File: config.mk
export PLATFORM = sky130hd
export DESIGN_NAME = bf16_atomic_max
export DESIGN_NICKNAME = d
export VERILOG_FILES = /design/src/rtl/bfmax_pkg.sv /design/src/rtl/bfmax_dp.sv /design/src/rtl/bfmax_ctrl.sv /design/src/rtl/bf16_atomic_max.sv
export SDC_FILE = /design/constraint.sdc
export NUM_CORES = 1
export LEC_CHECK = 0
export BUFFER_PORTS_ARGS = -buffer_cell sky130_fd_sc_hd__clkbuf_2
export CAP_MARGIN = 40
export CORE_UTILIZATION = 40
export DETAILED_ROUTE_END_ITERATION = 10
export GPL_ROUTABILITY_DRIVEN = 0
export PLACE_DENSITY = 0.78
export RECOVER_POWER = 25
export SLEW_MARGIN = 40
export SYNTH_ARGS = -nofsm -noshare
export SYNTH_HDL_FRONTEND = slang
export SYNTH_HIERARCHICAL = 1
export SYNTH_SLANG_ARGS = --single-unit
File: constraint.sdc
create_clock -name clk -period 2.6 [get_ports clk]
set_clock_uncertainty 0.1 [all_clocks]
set_input_delay 0.13 -clock clk [delete_from_list [all_inputs] [get_ports clk]]
set_output_delay 0.13 -clock clk [all_outputs]
set_load 0.05 [all_outputs]
File: src/rtl/bfmax_pkg.sv
package bfmax_pkg;
  localparam int BF_W = 16;
  localparam int EXP_W = 8;
  localparam int FRAC_W = BF_W - EXP_W - 1;
  localparam logic [BF_W-1:0] DEFAULT_NAN = 16'h7FC0;

  typedef struct packed {
    logic loadReq;
    logic captureRd;
  } dpStrobe_t;

  typedef enum logic [1:0] {
    ST_IDLE,
    ST_READ,
    ST_WRITE,
    ST_FINISH
  } phase_t;

  function automatic logic isNan(input logic [BF_W-1:0] v);
    return (&v[BF_W-2:FRAC_W]) && (|v[FRAC_W-1:0]);
  endfunction

  // Map to an unsigned key whose order matches numeric order (-0 just below +0).
  function automatic logic [BF_W-1:0] orderKey(input logic [BF_W-1:0] v);
    return v[BF_W-1] ? ~v : {1'b1, v[BF_W-2:0]};
  endfunction

  function automatic logic [BF_W-1:0] bfMax(input logic [BF_W-1:0] a,
                                            input logic [BF_W-1:0] b);
    if (isNan(a) || isNan(b)) return DEFAULT_NAN;
    return (orderKey(a) >= orderKey(b)) ? a : b;
  endfunction
endpackage

File: src/rtl/bfmax_dp.sv
module bfmax_dp
  import bfmax_pkg::*;
#(
  parameter int ADDR_W = 64,
  parameter int SP_ALIGN_BITS = 4
) (
  input  logic              clk,
  input  logic              rstN,
  input  dpStrobe_t         strobe,
  input  logic [ADDR_W-1:0] reqAddr,
  input  logic [BF_W-1:0]   reqOperand,
  input  logic              reqRelease,
  input  logic              reqUseSp,
  input  logic [BF_W-1:0]   memRdData,
  output logic              reqMisaligned,
  output logic [ADDR_W-1:0] addrQ,
  output logic [BF_W-1:0]   resultQ,
  output logic              releaseQ,
  output logic              tagCheckedQ
);
  logic [BF_W-1:0] operandQ;

  generate
    if (SP_ALIGN_BITS == 0) begin : g_noAlign
      assign reqMisaligned = 1'b0;
    end else begin : g_align
      assign reqMisaligned = reqUseSp && (|reqAddr[SP_ALIGN_BITS-1:0]);
    end
  endgenerate

  always_ff @(posedge clk or negedge rstN) begin
    if (!rstN) begin
      addrQ       <= '0;
      operandQ    <= '0;
      releaseQ    <= 1'b0;
      tagCheckedQ <= 1'b0;
      resultQ     <= '0;
    end else begin
      if (strobe.loadReq) begin
        addrQ       <= reqAddr;
        operandQ    <= reqOperand;
        releaseQ    <= reqRelease;
        tagCheckedQ <= !reqUseSp;
      end
      if (strobe.captureRd) resultQ <= bfMax(memRdData, operandQ);
    end
  end

  p_nan_default_r2: assert property (@(posedge clk) disable iff (!rstN)
    (strobe.captureRd && isNan(memRdData)) |=> (resultQ == DEFAULT_NAN));

  p_addr_held_r6: assert property (@(posedge clk) disable iff (!rstN)
    !strobe.loadReq |=> ($stable(addrQ) && $stable(releaseQ)));
endmodule

File: src/rtl/bfmax_ctrl.sv
module bfmax_ctrl
  import bfmax_pkg::*;
(
  input  logic      clk,
  input  logic      rstN,
  input  logic      reqValid,
  input  logic      reqMisaligned,
  input  logic      memRdAck,
  input  logic      memWrAck,
  output dpStrobe_t strobe,
  output logic      reqReady,
  output logic      memRdReq,
  output logic      memWrReq,
  output logic      memLock,
  output logic      writePhase,
  output logic      done,
  output logic      fault
);
  phase_t state, stateNext;
  logic faultQ;
  logic accept;

  assign accept = reqValid && (state == ST_IDLE);

  always_comb begin
    stateNext = state;
    unique case (state)
      ST_IDLE:   if (reqValid) stateNext = reqMisaligned ? ST_FINISH : ST_READ;
      ST_READ:   if (memRdAck) stateNext = ST_WRITE;
      ST_WRITE:  if (memWrAck) stateNext = ST_FINISH;
      ST_FINISH: stateNext = ST_IDLE;
      default:   stateNext = ST_IDLE;
    endcase
  end

  always_ff @(posedge clk or negedge rstN) begin
    if (!rstN) begin
      state  <= ST_IDLE;
      faultQ <= 1'b0;
    end else begin
      state <= stateNext;
      if (accept) faultQ <= reqMisaligned;
    end
  end

  assign strobe.loadReq   = accept;
  assign strobe.captureRd = (state == ST_READ) && memRdAck;
  assign reqReady   = (state == ST_IDLE);
  assign memRdReq   = (state == ST_READ);
  assign memWrReq   = (state == ST_WRITE);
  assign writePhase = (state == ST_WRITE);
  assign memLock    = (state == ST_READ) || (state == ST_WRITE);
  assign done       = (state == ST_FINISH);
  assign fault      = (state == ST_FINISH) && faultQ;

  p_rd_leads_wr_r4: assert property (@(posedge clk) disable iff (!rstN)
    (memRdReq && memRdAck) |=> (memWrReq && memLock));

  p_rd_holds_r4: assert property (@(posedge clk) disable iff (!rstN)
    (memRdReq && !memRdAck) |=> (memRdReq && memLock));

  p_done_after_ack_r5: assert property (@(posedge clk) disable iff (!rstN)
    (memWrReq && memWrAck) |=> (done && !fault));

  p_done_single_r5: assert property (@(posedge clk) disable iff (!rstN)
    done |=> !done);

  p_fault_no_access_r8: assert property (@(posedge clk) disable iff (!rstN)
    (reqValid && reqReady && reqMisaligned) |=> (fault && done && !memRdReq && !memLock));
endmodule

File: src/rtl/bf16_atomic_max.sv
module bf16_atomic_max
  import bfmax_pkg::*;
#(
  parameter int ADDR_W = 64,
  parameter int SP_ALIGN_BITS = 4
) (
  input  logic              clk,
  input  logic              rstN,
  input  logic              reqValid,
  output logic              reqReady,
  input  logic [ADDR_W-1:0] reqAddr,
  input  logic [15:0]       reqOperand,
  input  logic              reqRelease,
  input  logic              reqUseSp,
  output logic [ADDR_W-1:0] memAddr,
  output logic              memRdReq,
  input  logic              memRdAck,
  input  logic [15:0]       memRdData,
  output logic              memWrReq,
  input  logic              memWrAck,
  output logic [15:0]       memWrData,
  output logic              memLock,
  output logic              memRelease,
  output logic              memTagChecked,
  output logic              done,
  output logic              fault
);
  dpStrobe_t strobe;
  logic reqMisaligned, releaseQ, writePhase;

  bfmax_ctrl u_ctrl (
    .clk(clk), .rstN(rstN), .reqValid(reqValid), .reqMisaligned(reqMisaligned),
    .memRdAck(memRdAck), .memWrAck(memWrAck), .strobe(strobe), .reqReady(reqReady),
    .memRdReq(memRdReq), .memWrReq(memWrReq), .memLock(memLock),
    .writePhase(writePhase), .done(done), .fault(fault)
  );

  bfmax_dp #(.ADDR_W(ADDR_W), .SP_ALIGN_BITS(SP_ALIGN_BITS)) u_dp (
    .clk(clk), .rstN(rstN), .strobe(strobe), .reqAddr(reqAddr),
    .reqOperand(reqOperand), .reqRelease(reqRelease), .reqUseSp(reqUseSp),
    .memRdData(memRdData), .reqMisaligned(reqMisaligned), .addrQ(memAddr),
    .resultQ(memWrData), .releaseQ(releaseQ), .tagCheckedQ(memTagChecked)
  );

  assign memRelease = writePhase && releaseQ;

  p_release_only_write_r7: assert property (@(posedge clk) disable iff (!rstN)
    memRdReq |-> !memRelease);
endmodule

==> qor.yml <==
drt:
  via_per_inst: 5.165
  drc: 10
  ant_nets: 0
  drt_pass1_iterations: 8
  routedWlPerCell_um: 16.69
  drtIter0Drc: 246
  drt-total-wl_um: 13440
  vias: 4158
clocking:
  insertion_delay_ns: 0.34
  h-tree-depth: 3
  path_clk_slew_ns: 0.07
  clock_path_buffers: 2
  root_buffer: "clkbuf_16"
  cts_tree: "built"
  clock-sinks: 101
  post-cts-setup-buffer-count: 0
  cts_buffers: 9
logic_synthesis:
  syn_nets: 498
  yosysSeqAreaShare_pct: 52.52
  yosys-top-cells-area: "dfrtp_1 (53%), mux2_2 (19%), ha_1 (5.2%)"
  synthArstFlopShare_pct: 100.0
  yosysMostFrequentCell: "dfrtp_1"
  synth_top_area_cell: "dfrtp_1"
  synthCells: 375
  ys_ff_latch: 101
  ys_types: 39
  syn_area_um2: 4812
  syn_area_per_cell_um2: 12.83
  ys.flop_type: "dfrtp_1"
  synth.top_cell.area_share_pct: 52.52
  synth_edf_count: 0
  yosys_warnings: 6
  synth_commonest_cells: "dfrtp_1 (101), mux2_2 (82), ha_1 (20), xnor2_1 (15), xor2_1 (15)"
layout:
  fillers: 883
  area_delta_synth_final_pct: 49.38
  drive_gt1_share_pct: 42.60
  nets: 780
  diodes: 0
timing:
  finalCritPeriodShare_pct: 94.85
  fmax_ghz: 0.4055
  finalSetupTns_ns: 0
  fin_crit_ns: 2.466
  max_slew_margin_pct: 17.09
  setup_viol: 0
  finalHoldViolCount: 0
  tightest_slew_ns: 1.244
  slew_violations: 0
  finalWorstSetupSlack_ns: 0.1338
global_route:
  grt_pass1_vias: 4485
  overflow: 0
  grt_max_degree: 54
  antenna_found_initial: 0
  grt_usage_pct: 22.60
  grt_pass1_wl_um: 22150
status:
  violations: "design-rule violations"
  status: "finished, violations left"
die:
  die_h_um: 111.7
  die_w_um: 111.7
  coreArea_um2: 11560
  start_util_pct: 41.61
  ios: 191
  dieArea_um2: 12470
  num_rows: 39
power_and_ir_drop:
  p_seq_share_pct: 28.2
  power_mw: 10.57
  switching_share_pct: 50.95
  p_int_mw: 5.182
  switchingPower_mw: 5.383
  p_leak_nw: 3.338
  power_frac_clock_pct: 13.8
  p_comb_share_pct: 58.0
  ir_drop_mv: 1.344
  p_per_area_nw_per_um2: 1470
placed_design:
  hpwl_um: 8622
  port_buffers: 190
  dpl_worst_slack_ns: 0.01299
critical_path:
  critPathCaptureType: "register"
  worstReg2RegStart: "u_dp/operandQ[0]$_DFFE_PN0P_"
  cp.arrival_ns: 2.58
  worstSetupStartpointType: "register"
  worst-setup-path-type: "register to register"
  critical_path.max_fanout: 10
  crit_required_ns: 2.71
  startpoint: "u_dp/operandQ[0]$_DFFE_PN0P_"
hold_path:
  hold_class: "primary input to register"
  hp-start: "memRdData[1]"
job:
  maxCapViolCount: 0
==> flip-flops by register name, indices dropped and copies added (netlist names) <==
register / flops
u_dp/addrQ: 64
u_dp/operandQ: 16
u_dp/resultQ: 16
u_ctrl/state: 2
u_ctrl/faultQ: 1
u_dp/releaseQ: 1
u_dp/tagCheckedQ: 1
==> per-layer routing <==
layer | global-route usage, % | wire length (um)
met1 | 25.97 | 5231
met2 | 39.38 | 6847
met3 | 5.716 | 1005
met4 | 10.63 | 355
met5 | 0 | 0
==> final timing paths <==
kind                            depth (start not counted)                           to  slack (ns)
worst min-delay path                                    3  u_dp/resultQ[1]$_DFFE_PN0P_       0.006
max in group asynchronous                               3   u_dp/addrQ[34]$_DFFE_PN0P_        1.04
worst max-delay path                                    8  u_dp/resultQ[8]$_DFFE_PN0P_        0.13
min in group asynchronous                               2  u_dp/resultQ[8]$_DFFE_PN0P_        0.48
worst max register to register                          8  u_dp/resultQ[8]$_DFFE_PN0P_        0.13
worst min register to register                          1    u_dp/releaseQ$_DFFE_PN0P_        0.41
==> worst max-delay path, cell delays in order (launching register included) <==
cell      delay (ns)
dfrtp_1         0.44
xor2_1          0.19
ha_1            0.27
nand2b_1        0.15
a2111o_1        0.46
a31o_2          0.24
buf_4           0.16
o21ai_0         0.18
a31oi_1         0.12
==> final cells by class <==
class                      count  area, um2  area share (%)
tap                          143      178.9           2.489
clock buffer                  10      229.0           3.185
clock inverter                 6      93.84           1.305
sequential                   101       2527           35.16
timing repair buffer         294       1974           27.47
inverter                      13      48.80          0.6789
multi-input combinational    238       2136           29.71
==> power by group through the flow <==
stage	registers [mW]	clock network [mW]	logic (mW)
2_1_floorplan	5.10	0	2.46
3_3_place_gp	2.92	0	5.81
3_5_place_dp	2.97	0	5.97
4_1_cts	2.96	1.50	6.09
5_1_grt	3.07	1.57	6.48
6_report	2.98	1.46	6.13
==> cell usage in the layout (no fill, tap or decap), types with 2 or more instances in the layout <==
cell type and n:
a21oi_1 6, a31oi_1 9, and2_1 3, buf_12 3
buf_4 7, bufinv_16 2, clkbuf_1 25, clkbuf_16 9
clkbuf_2 166, dfrtp_1 101, dlygate4sd3_1 94, ha_1 20
inv_1 13, mux2_2 82, mux2i_1 4, nand2_1 10
nand2b_1 2, nand3_1 10, nand4_1 13, nor2_1 13
nor3_1 2, nor4_4 2, o21ai_0 11, o221ai_1 6
xnor2_1 15, xor2_1 15
==> kinds of logic after synthesis <==
| logic type | share of synthesized area [%] |
|---|---|
| xor+xnor | 5.460 |
| simple gates | 6.656 |
| buf+inv | 3.692 |
| compound gates | 6.448 |
| fa+ha+maj | 5.200 |
| flops | 52.52 |
| mux | 20.02 |
==> repair_timing <==
action | 4_1_cts | 5_1_grt
endpoints found under the setup margin | 0 | 16
endpoints found under the hold margin | 141 | 0
resized for setup | 0 | 3
hold buffers | 94 | 0
==> per-stage QoR <==
step	hold slack [ns]	util (%)	cells	cell area, um2
after global routing	0.01858	62.16	805	7188
after CTS	0.004404	62.26	805	7201
final	0.006055	62.16	805	7188
after detailed placement	0.09799	51.34	695	5937
after floorplan	-0.2656	-	375	4822
after global placement	0.08968	51.34	695	5937
(Power assumes the default switching activity.)
